$ cat config.mk
export PLATFORM = sky130hd
export DESIGN_NAME = probe_match_unit
export DESIGN_NICKNAME = d
export VERILOG_FILES = /design/src/rtl/probe_match_unit.sv
export SDC_FILE = /design/constraint.sdc
export NUM_CORES = 1
export LEC_CHECK = 0
export ABC_AREA = 1
export CORE_MARGIN = 8
export CORE_UTILIZATION = 29
export CTS_BUF_LIST = sky130_fd_sc_hd__clkbuf_4
export CTS_CLUSTER_DIAMETER = 40
export DETAILED_ROUTE_END_ITERATION = 10
export DONT_BUFFER_PORTS = 1
export MAX_ROUTING_LAYER = met4
export SLEW_MARGIN = 20
export SYNTH_ARGS = -nofsm -noshare
export SYNTH_HDL_FRONTEND = slang
export SYNTH_SLANG_ARGS = --single-unit
$ cat constraint.sdc
create_clock -name clk -period 4.64 [get_ports clk]
set_clock_uncertainty 0.15 [all_clocks]
set_input_delay 0.464 -clock clk [delete_from_list [all_inputs] [get_ports clk]]
set_output_delay 0.464 -clock clk [all_outputs]
set_load 0.005 [all_outputs]
$ cat src/rtl/probe_match_unit.sv
module probe_match_unit #(
  parameter int PROBE_W     = 8,
  parameter int PIPE_STAGES = 2,
  localparam int IDX_W      = (PROBE_W > 1) ? $clog2(PROBE_W) : 1
) (
  input  logic               clk,
  input  logic               rst_n,
  input  logic [PROBE_W-1:0] probe_in,
  input  logic               op_we,
  input  logic [2:0]         op_in,
  input  logic               val_we,
  input  logic [PROBE_W-1:0] val_in,
  input  logic               code_we,
  input  logic [IDX_W-1:0]   code_idx,
  input  logic [2:0]         code_in,
  output logic               match_out
);

  logic [PROBE_W-1:0] cur, prev_q, val_q, bit_ok;
  logic               cur_vld, prev_vld, hit;
  logic [2:0]         op_q;
  logic [2:0]         code_q [PROBE_W];

  function automatic logic bit_eval(input logic [2:0] c, input logic now, input logic was,
                                    input logic pv);
    case (c)
      3'd0:    bit_eval = 1'b1;
      3'd1:    bit_eval = !now;
      3'd2:    bit_eval = now;
      3'd3:    bit_eval = pv && !was && now;
      3'd4:    bit_eval = pv && was && !now;
      3'd5:    bit_eval = pv && (was != now);
      3'd6:    bit_eval = pv && (was == now);
      default: bit_eval = 1'b0;
    endcase
  endfunction

  generate
    if (PIPE_STAGES == 0) begin : g_nopipe
      assign cur     = probe_in;
      assign cur_vld = 1'b1;
    end else begin : g_pipe
      logic [PROBE_W-1:0]     stg [PIPE_STAGES];
      logic [PIPE_STAGES-1:0] vld;

      always_ff @(posedge clk or negedge rst_n) begin
        if (!rst_n) begin
          for (int i = 0; i < PIPE_STAGES; i++) stg[i] <= '0;
          vld <= '0;
        end else begin
          stg[0] <= probe_in;
          vld[0] <= 1'b1;
          for (int i = 1; i < PIPE_STAGES; i++) begin
            stg[i] <= stg[i-1];
            vld[i] <= vld[i-1];
          end
        end
      end

      assign cur     = stg[PIPE_STAGES-1];
      assign cur_vld = vld[PIPE_STAGES-1];


      pipe_delay_chk: assert property (@(posedge clk) disable iff (!rst_n)
        cur_vld |-> cur == $past(probe_in, PIPE_STAGES));
    end
  endgenerate

  always_ff @(posedge clk or negedge rst_n) begin
    if (!rst_n) begin
      op_q  <= 3'd0;
      val_q <= '0;
      for (int i = 0; i < PROBE_W; i++) code_q[i] <= 3'd0;
    end else begin
      if (op_we)  op_q  <= op_in;
      if (val_we) val_q <= val_in;
      if (code_we && int'(code_idx) < PROBE_W) code_q[code_idx] <= code_in;
    end
  end

  always_ff @(posedge clk or negedge rst_n) begin
    if (!rst_n) begin
      prev_q   <= '0;
      prev_vld <= 1'b0;
    end else begin
      prev_q   <= cur;
      prev_vld <= cur_vld;
    end
  end

  for (genvar gi = 0; gi < PROBE_W; gi++) begin : g_bit
    assign bit_ok[gi] = bit_eval(code_q[gi], cur[gi], prev_q[gi], prev_vld);


    edge_gate_chk: assert property (@(posedge clk) disable iff (!rst_n)
      (!prev_vld && op_q == 3'd0 && code_q[gi] >= 3'd3) |=> !match_out);
  end

  always_comb begin
    case (op_q)
      3'd0:    hit = &bit_ok;
      3'd1:    hit = ~&bit_ok;
      3'd2:    hit = cur >  val_q;
      3'd3:    hit = cur <  val_q;
      3'd4:    hit = cur >= val_q;
      3'd5:    hit = cur <= val_q;
      default: hit = 1'b0;
    endcase
  end

  always_ff @(posedge clk or negedge rst_n) begin
    if (!rst_n) match_out <= 1'b0;
    else        match_out <= cur_vld && hit;
  end


  early_sample_chk: assert property (@(posedge clk) disable iff (!rst_n)
    !cur_vld |=> !match_out);


  reserved_op_chk: assert property (@(posedge clk) disable iff (!rst_n)
    (op_q > 3'd5) |=> !match_out);


  gt_bound_chk: assert property (@(posedge clk) disable iff (!rst_n)
    (op_q == 3'd2 && cur <= val_q) |=> !match_out);


  ge_hold_chk: assert property (@(posedge clk) disable iff (!rst_n)
    (cur_vld && op_q == 3'd4 && cur >= val_q) |=> match_out);

endmodule

==> results.md, run 1 <==
* Congestion Overflow GR at 0
* # setup viols final at 0
* Synth Area in Compound Gates at between 10% and 20%
* Synth warn at 0
* Xor/xnor share of the synthesized area at 0%
* Via-per-instance ratio at ~4.5
* Largest net degree at the start of global routing at 64
* Critical path fanouts, max at 6
* Setup_tns at 0 ns
* Row Count at 36
* # H-tree levels at 3
* Routed len/inst at 12.66 µm
* Hold_ws at between 0.02 and 0.03 ns
* Share of cells above drive strength 1 at 6.952%
* Die width at 116.2 µm
* Final Critical Period at roughly 1.9 ns
* Hold Startpoint: val_we
* Max Clk Rate at 0.5350 GHz
* # DRC at 0
* Diodes inserted at 0
* Reg2Reg Capture Point: match_out
* CTS Buf Count at 9
* Vias in the first global route at 2334
* Largest family of logic cells by synthesized area: simple AND/OR/NAND/NOR gates
* Status: finished clean
* CP endpoint kind: register
* Crit path kind: register to register
* Post-synthesis sequential area ratio at 54.17%
* PwrDens at around 370 nW/µm²
* Initial antenna violation count at 0
* Clock Latency Late Sink at around 0.4 ns
* Crit path required time at about 4.8 ns
* # port buffers at 0
* FF-to-FF Start: cur[7]
* First-pass GRT wire length at ~11 mm
* Placed Cells at roughly 480
* Pre-antenna DRT Iters at 4
* Max-slew violation count at 0
* Core ar. at 9774 µm²
* Global Route Usage Sum at between 10% and 20%
* Final antenna-violating net count at 0
* Synth Area in Adders at under 10%
* Critical path startpoint category: register
* First DRT Iteration DRCs at 93
* Hpwl dp at approximately 4.6 mm
* Non-Filler Instances at between 500 and 600
* CTS tree: built
* Peak VDD IR at around 180 µV
* Post-synthesis simple-gate area fraction at between 20% and 30%
* Area Growth Syn to Fin at 15.13%
* Mean Syn Cell Area at 8.411 µm²
* Hold Path Sink: val_q[5]
* Synthesis-stage register bit count at 63
* Vias at 2303
* Number of buffers on the longest clock path at 2
* RSZ-0062 raised after global routing: no
* Distinct cells, synth at 22
* Starting Density at between 20% and 30%
* MaxCap Viol Count at 0
* Total clock sinks at 63
* Clk pin slew, worst setup/hold paths at 0.11 ns
* Cell Area, Synth at slightly below 3000 µm²
* Synth Net Count at between 300 and 400
* Filler cells at 1015
* Post-Syn Instances at 346
* Final Hold Fails at 0
* Final nets at 407
* GPL Wtd Cong at between 0.7 and 0.8
* Post-Route WL at around 6.4 mm
* Reg2Reg Setup Slack at around 2.8 ns
* Static leakage at 0.001595 µW
* Die height at approximately 120 µm
* WHS Path Cells at 2
* Die area at ~13000 µm²
* CTS root buffer: clkbuf_4
* # IOs at 31
* Post-synthesis mux area share at 0.3869%
* Fin crit share at roughly two fifths
* Arr. time, crit path at around 2 ns
* HP Class: input port to register
* Worst slew margin at between 50% and 60%
* Worst-margin pin slew at 0.6001 ns
* Worst r2r path cells at 10
==> flip-flops by register name (all words and copies together) (netlist names) <==
name	cells
val_q	8
g_pipe.vld	2
op_q	3
match_out	1
code_q	24
cur	8
prev_q	8
prev_vld	1
g_pipe.stg	8
==> Yosys cell counts <==
library cell  count  area, µm²
o21a_1            1      7.510
nor2_2            1      6.260
ha_1              8      100.1
buf_6             1      11.26
a21oi_1          13      65.06
o21ai_0          37      185.2
clkbuf_1          1      3.750
nand2_2           4      25.02
nand3_1          38      190.2
dfrtp_1          63       1577
conb_1            1      3.750
nor3_1            2      10.01
inv_2             1      3.750
o21ai_1           6      30.03
inv_1            51      191.4
nand2_1          99      371.6
nor2_1            6      22.52
o211ai_1          8      60.06
o21ai_2           2      17.52
nand4_1           1      6.260
nor2_4            1      11.26
mux2_2            1      11.26
==> cell families (layout without fill, tap and decap cells) <==
logic type / after synthesis / after routing
AND/OR/NAND/NOR: 152 / 152
AO/OA/AOI/OAI: 67 / 67
flip-flops: 63 / 63
buffers and inverters: 54 / 82
adder cells (fa/ha/maj): 8 / 8
other: 1 / 1
multiplexers: 1 / 1
==> through the flow <==
| stage | total power (µW) | instance area [µm²] | worst slack [ns] | util (%) |
|---|---|---|---|---|
| after floorplan | 834.8 | 2910 | 2.978 | - |
| after global placement | 873.5 | 3062 | 2.799 | 31.32 |
| after detailed placement | 883.5 | 3062 | 2.756 | 31.32 |
| after CTS | 1274 | 3331 | 2.734 | 34.08 |
| after global routing | 1345 | 3351 | 2.574 | 34.28 |
| final | 1253 | 3351 | 2.771 | 34.28 |
==> repair_timing <==
action	4_1_cts	5_1_grt
hold buffers	12	2
buffers inserted	0	0
resized for setup	0	0
endpoints found under the hold margin	81	2
==> layout make-up <==
type                            instances  area, µm²  share of cell area [%]
Multi-Input combinational cell        229       1124                   33.53
Clock buffer                            9      67.56                   2.016
Inverter                               52      195.2                   5.825
Timing Repair Buffer                   14      157.7                   4.705
Tap cell                              133      166.4                   4.966
Clock inverter                          7      63.81                   1.904
Sequential cell                        63       1577                   47.05
==> critical path, cell delays in order (launching register included) <==
cell and delay, ns:
dfrtp_1 0.45, ha_1 0.34, nand4_1 0.15, nor3_1 0.22
nand2_1 0.07, nand3_1 0.06, o21ai_0 0.07, o21ai_0 0.08
nand3_1 0.09, nand2_1 0.06, inv_1 0.03
==> cells in the final DEF (no fill, tap or decap), drive strengths merged <==
cell type	instances
o21a	1
nor3	2
dlygate4sd3	13
buf	1
conb	1
inv	52
nor2	8
a21oi	13
nand3	38
dfrtp	63
nand2	103
bufinv	1
mux2	1
o21ai	45
clkinvlp	2
clkbuf	9
ha	8
o211ai	8
clkinv	4
nand4	1
==> metal layers <==
layer	global-route usage [%]	vias to the layer above	wire, µm
li1	-	1168	-
met1	12.96	1091	2945
met2	17.30	30	3151
met3	2.792	14	195
met4	5.013	0	127
met5	-	-	0
==> how the worst max path moves through the flow <==
| stage | startpoint | to | slack [ns] |
|---|---|---|---|
| global route | cur[5] | match_out | 2.57 |
| detailed placement | cur[7] | match_out | 2.76 |
| global placement | cur[7] | match_out | 2.80 |
| CTS | cur[7] | match_out | 2.73 |
| floorplan | cur[7] | match_out | 2.98 |
| finish | cur[7] | match_out | 2.77 |
==> power by group <==
| group | internal [µW] | switching (µW) | leakage, µW |
|---|---|---|---|
| Sequential | 610 | 56.1 | 0.000762 |
| Clock | 159 | 199 | 0.0000691 |
| Combinational | 94.2 | 135 | 0.000764 |
Power figures use the tool's default switching activity.
==> inputs of run 2 (changes only) <==
clock period = 1.7 ns   (was 4.64 ns; I/O delays follow)
==> results.md, run 2 (same netlist as run 1, synthesis figures left out) <==
* PwrDens at 984.2 nW/µm² (+160%)
* Post-CTS Hold Fix Bufs at 29 (+17)
* Sw Share at 28.96% (-2.1 points)
* Top reg by flops: code_q
* Setup ws final at -0.09251 ns (-2.863 ns)
* Clock Latency Late Sink at 0.39 ns (about the same)
* Via-per-instance ratio at 4.482 (-1.3%)
* First DRT Iteration DRCs at 90 (-3.2%)
* Critical path fanouts, max at 3 (-3)
* Die width at 116.2 µm (unchanged)
* Seq pwr share at 50.8% (-2.4 points)
* Critical path startpoint category: register
* Hold_ws at -0.6903 ns (-0.7186 ns)
* Worst slack at placement at -0.1300 ns (-2.886 ns)
* Share of cells above drive strength 1 at 10.05% (+3.1 points)
* Vias at 2380 (+3.3%)
* Reg2Reg Setup Slack at -0.09 ns (-2.86 ns)
* Net switching power at 1035 µW (+170%)
* Status: finished with violations
* Number of buffers on the longest clock path at 2 (unchanged)
* Power Internal at 2538 µW (+190%)
* Fin crit share at 105.4% (+65 points)
* Congestion Overflow GR at 0 (unchanged)
* # port buffers at 0 (unchanged)
* Starting Density at 29.77% (unchanged)
* Final Critical Period at 1.793 ns (-0.07660 ns)
* # IOs at 31 (unchanged)
* Crit. Startpoint: cur[7]
* RSZ-0062 raised after global routing: yes
* CP endpoint kind: register
* Largest net degree at the start of global routing at 64 (unchanged)
* Vias in the first global route at 2363 (+1.2%)
* Clk pin slew, worst setup/hold paths at 0.10 ns (about the same)
* First-pass GRT wire length at 11.14 mm (+1.0%)
* Setup bufs post-CTS at 0 (unchanged)
* Arr. time, crit path at 1.93 ns (-0.09 ns)
* Placed Cells at 487 (+2.1%)
* Max Clk Rate at 0.5579 GHz (+4.3%)
* Row Count at 36 (unchanged)
* Reg2Reg Capture Point: match_out
* Crit path kind: register to register
* Post-Route WL at 6.715 mm (+4.6%)
* Failing checks: hold timing, setup timing
* HP Class: input port to async pin
* Logic pwr share at 18.8% (+0.5 points)
* Setup_tns at -0.09251 ns (-0.09251 ns)
* Routed len/inst at 12.65 µm (-0.12%)
* Most common cell after layout, fill and taps aside: nand2_1
* Clock power share at 30.4% (+1.8 points)
* CTS tree: built
* # DRC at 0 (unchanged)
* Initial antenna violation count at 0 (unchanged)
* Worst r2r path cells at 10 (unchanged)
* Peak VDD IR at 464.5 µV (+160%)
* CTS root buffer: clkbuf_4
* Die area at 13500 µm² (unchanged)
* Max-slew violation count at 0 (unchanged)
* Non-Filler Instances at 531 (+4.7%)
* Final Total Pwr at 3572 µW (+190%)
* # setup viols final at 1 (+1)
* Final nets at 432 (+6.1%)
* FF-to-FF Start: cur[7]
* GPL Wtd Cong at 0.8017 (+4.2%)
* Total clock sinks at 63 (unchanged)
* Area Growth Syn to Fin at 24.72%
* # H-tree levels at 3 (unchanged)
* Final Hold Fails at 63 (+63)
* Final antenna-violating net count at 0 (unchanged)
* Static leakage at 0.001731 µW (+8.5%)
* Max reg flops at 24 (unchanged)
* Global Route Usage Sum at 11.13% (+0.16 points)
* Die height at 116.2 µm (unchanged)
* MaxCap Viol Count at 0 (unchanged)
* Most frequent cells in the layout: 99 x nand2_1, 63 x dfrtp_1, 48 x inv_1, 38 x nand3_1, 35 x o21ai_0
* Core ar. at 9774 µm² (unchanged)
* Pre-antenna DRT Iters at 4 (unchanged)
* CTS Buf Count at 9 (unchanged)
* Diodes inserted at 0 (unchanged)
* Hpwl dp at 4.754 mm (+3.3%)
* Crit path required time at 1.84 ns (-2.95 ns)
## run 2: cell count changes in the layout (fill, tap and decap cells not counted), moves of 3 or more
| cell | delta |
|---|---|
| buf_4 | +9 |
| dlygate4sd3_1 | +13 |
| dlymetal6s4s_1 | +3 |
| ha_4 | +3 |
| inv_1 | -3 |
| ha_1 | -3 |
| inv_2 | +3 |
## run 2: layout make-up
cell class | count | area (µm²)
inverters | 52 | 195.2
clock inverters | 6 | 76.32
well taps | 133 | 166.4
repair buffers | 39 | 376.6
multi-input cells | 229 | 1171
clock buffers | 9 | 67.56
fillers | 985 | 6145
flip-flops and latches | 63 | 1577
## run 2: routing by layer
metal | track usage [%] | vias to the layer above | routed length (µm)
li1 | - | 1215 | -
met1 | 13.09 | 1113 | 3135
met2 | 17.61 | 36 | 3248
met3 | 1.913 | 16 | 125
met4 | 6.655 | 0 | 205
met5 | - | - | 0
## run 2: timing repair
action	4_1_cts	5_1_grt
pin swaps	1	6
gates resized for setup	6	8
endpoints found under the setup margin	1	3
endpoints found under the hold margin	106	63
## run 2: power by group through the flow
stage | sequential (µW) | combinational [µW] | clock, µW
final | 1810 | 671 | 1090
after global routing | 1840 | 774 | 1190
after CTS | 1810 | 668 | 1130
after detailed placement | 1840 | 592 | 0
after global placement | 1830 | 567 | 0
after floorplan | 1800 | 475 | 0
## run 2: critical path, stage by stage, from the launching register on
cell and delay [ns]:
dfrtp_1 0.43, ha_4 0.29, nand4_1 0.15, nor3_2 0.23, nand2_1 0.08, nand3_1 0.06
o21ai_1 0.06, o21ai_1 0.07, nand3_1 0.08, nand2_1 0.06, inv_1 0.03
## run 2: metrics by stage
step | util (%) | instance area (µm²)
after global placement | 32.09 | 3137
after global routing | 37.14 | 3630
after CTS | 36.84 | 3601
after detailed placement | 32.09 | 3137
after floorplan | - | 2910
final | 37.14 | 3630
## run 2: worst max-delay path by stage
stage           endpoint  depth (start not counted)
2_1_floorplan  match_out                         10
3_3_place_gp   match_out                         10
4_1_cts        match_out                         10
6_report       match_out                         10
3_5_place_dp   match_out                         10
5_1_grt        match_out                         10
==> inputs of run 3 (changes only) <==
HOLD_SLACK_MARGIN = 0.03   (was unset)
SLEW_MARGIN = unset   (was 20)
==> results.md, run 3 (same netlist as run 1, synthesis figures left out) <==
* Worst path max stage delay at 0.43 ns (about the same)
* Reg2Reg Setup Slack at -0.09 ns (about the same)
* # DRC at 0 (unchanged)
* CTS Buf Count at 9 (unchanged)
* Peak VDD IR at 464.1 µV (about the same)
* Slowest CP cell: dfrtp_1
* First-pass GRT wire length at 11.20 mm (+0.49%)
* Critical path startpoint category: register
* Worst r2r path cells at 10 (unchanged)
* Global Route Usage Sum at 11.18% (+0.045 points)
* Setup ws final at -0.09284 ns (-0.0003238 ns)
* Setup_tns at -0.09284 ns (-0.0003238 ns)
* Post-Route WL at 6.724 mm (+0.13%)
* Post-CTS Hold Fix Bufs at 31 (+6.9%)
* HP Class: input port to async pin
* Crit path required time at 1.84 ns (about the same)
* First DRT Iteration DRCs at 83 (-7.8%)
* # port buffers at 0 (unchanged)
* RSZ-0062 raised after global routing: yes
* Arr. time, crit path at 1.93 ns (about the same)
* CTS tree: built
* Met2 usage at 17.69% (+0.077 points)
* Critical path fanouts, max at 3 (unchanged)
* FF-to-FF Start: cur[7]
* Hpwl dp at 4.754 mm (unchanged)
* Starting Density at 29.77% (unchanged)
* Largest net degree at the start of global routing at 64 (unchanged)
* Met1 usage at 13.15% (+0.063 points)
* Most frequent cells in the layout: 99 x nand2_1, 63 x dfrtp_1, 48 x inv_1, 38 x nand3_1, 35 x o21ai_0
* Via-per-instance ratio at 4.497 (+0.34%)
* Final Critical Period at 1.793 ns (+0.0003238 ns)
* Congestion Overflow GR at 0 (unchanged)
* Final antenna-violating net count at 0 (unchanged)
* Top reg by flops: code_q
* Die height at 116.2 µm (unchanged)
* Final Total Pwr at 3573 µW (about the same)
* GPL Wtd Cong at 0.8017 (unchanged)
* Max reg flops at 24 (unchanged)
* Most utilized layer in the global route result: met2
* Routed len/inst at 12.62 µm (-0.24%)
* CTS root buffer: clkbuf_4
* Fin crit share at 105.5% (about the same)
* Diodes inserted at 0 (unchanged)
* Crit path cell chain: ha_4 -> nand4_1 -> nor3_2 -> nand2_1 -> nand3_1 -> o21ai_1 -> o21ai_1 -> nand3_1 -> nand2_1 -> inv_1
* Max-slew violation count at 0 (unchanged)
* MaxCap Viol Count at 0 (unchanged)
* Total clock sinks at 63 (unchanged)
* Area Growth Syn to Fin at 25.41%
* # H-tree levels at 3 (unchanged)
* Share of cells above drive strength 1 at 10.00% (-0.050 points)
* # IOs at 31 (unchanged)
* Final nets at 434 (+0.46%)
* Worst slack at placement at -0.1300 ns (unchanged)
* Setup bufs post-CTS at 0 (unchanged)
* # setup viols final at 1 (unchanged)
* Static leakage at 0.001734 µW (+0.18%)
* Reg2Reg Capture Point: match_out
* Max Clk Rate at 0.5578 GHz (about the same)
* Die width at 116.2 µm (unchanged)
* Pre-antenna DRT Iters at 4 (unchanged)
* Vias in the first global route at 2378 (+0.63%)
* Final Hold Fails at 63 (unchanged)
* Final Util at 37.34% (+0.20 points)
* Vias at 2397 (+0.71%)
* Initial antenna violation count at 0 (unchanged)
* CP endpoint kind: register
* Failing checks: hold timing, setup timing
* Number of buffers on the longest clock path at 2 (unchanged)
* Clock Latency Late Sink at 0.39 ns (about the same)
* Core ar. at 9774 µm² (unchanged)
* Most common cell after layout, fill and taps aside: nand2_1
* Status: finished with violations
* Row Count at 36 (unchanged)
* Hold_ws at -0.6907 ns (-0.0003400 ns)
* Met3 Use GR at 1.913% (unchanged)
* PwrDens at 979.0 nW/µm² (-0.53%)
* Crit. Startpoint: cur[7]
* Die area at 13500 µm² (unchanged)
* Clk pin slew, worst setup/hold paths at 0.10 ns (about the same)
* Crit path kind: register to register
[run 3: cell types whose count changed in the layout (fill, tap and decap cells not counted)]
cell,previous run,this run
dlygate4sd3_1,26,28
[run 3: final cells by class]
class / instances / area (µm²)
Timing Repair Buffer: 41 / 396.6
Tap cell: 133 / 166.4
Multi-Input combinational cell: 229 / 1171
Clock buffer: 9 / 67.56
Fill cell: 984 / 6125
Sequential cell: 63 / 1577
Clock inverter: 6 / 76.32
Inverter: 52 / 195.2
[run 3: metal layers]
metal	routed length, µm	part of all wire, %
met5	0	0
met2	3284	49
met3	133	2.0
met4	206	3.1
met1	3100	46
[run 3: worst max-delay path, delay by kind of cell, from the launching register on]
family	cells	cell delay, ns
adder cells (fa/ha/maj)	1	0.29
flip-flops	1	0.43
AND/OR/NAND/NOR	6	0.66
AO/OA/AOI/OAI	2	0.13
buffers and inverters	1	0.03
[run 3: repair_timing]
action                                 in CTS  in global routing
pin swaps                                   1                  6
endpoints found under the hold margin     106                 63
gates resized for setup                     6                  8
setup endpoints to repair                   1                  5
[run 3: how the worst max path moves through the flow]
stage / end / cells past startpoint / slack [ns]
floorplan: match_out / 10 / 0.04
detailed placement: match_out / 10 / -0.13
global placement: match_out / 10 / -0.08
global route: match_out / 10 / -0.21
CTS: match_out / 10 / -0.06
finish: match_out / 10 / -0.09
[run 3: where the power goes]
group          internal, µW  switching (µW)
sequential             1660             150
combinational           301             370
clock                   573             514
[run 3: per-stage QoR]
step	instances	hold WS [ns]	instance area, µm²
global route	533	-0.7394	3650
floorplan	346	-0.2756	2910
finish	533	-0.6907	3650
global placement	487	-0.2724	3137
CTS	533	-0.7281	3621
detailed placement	487	-0.2723	3137
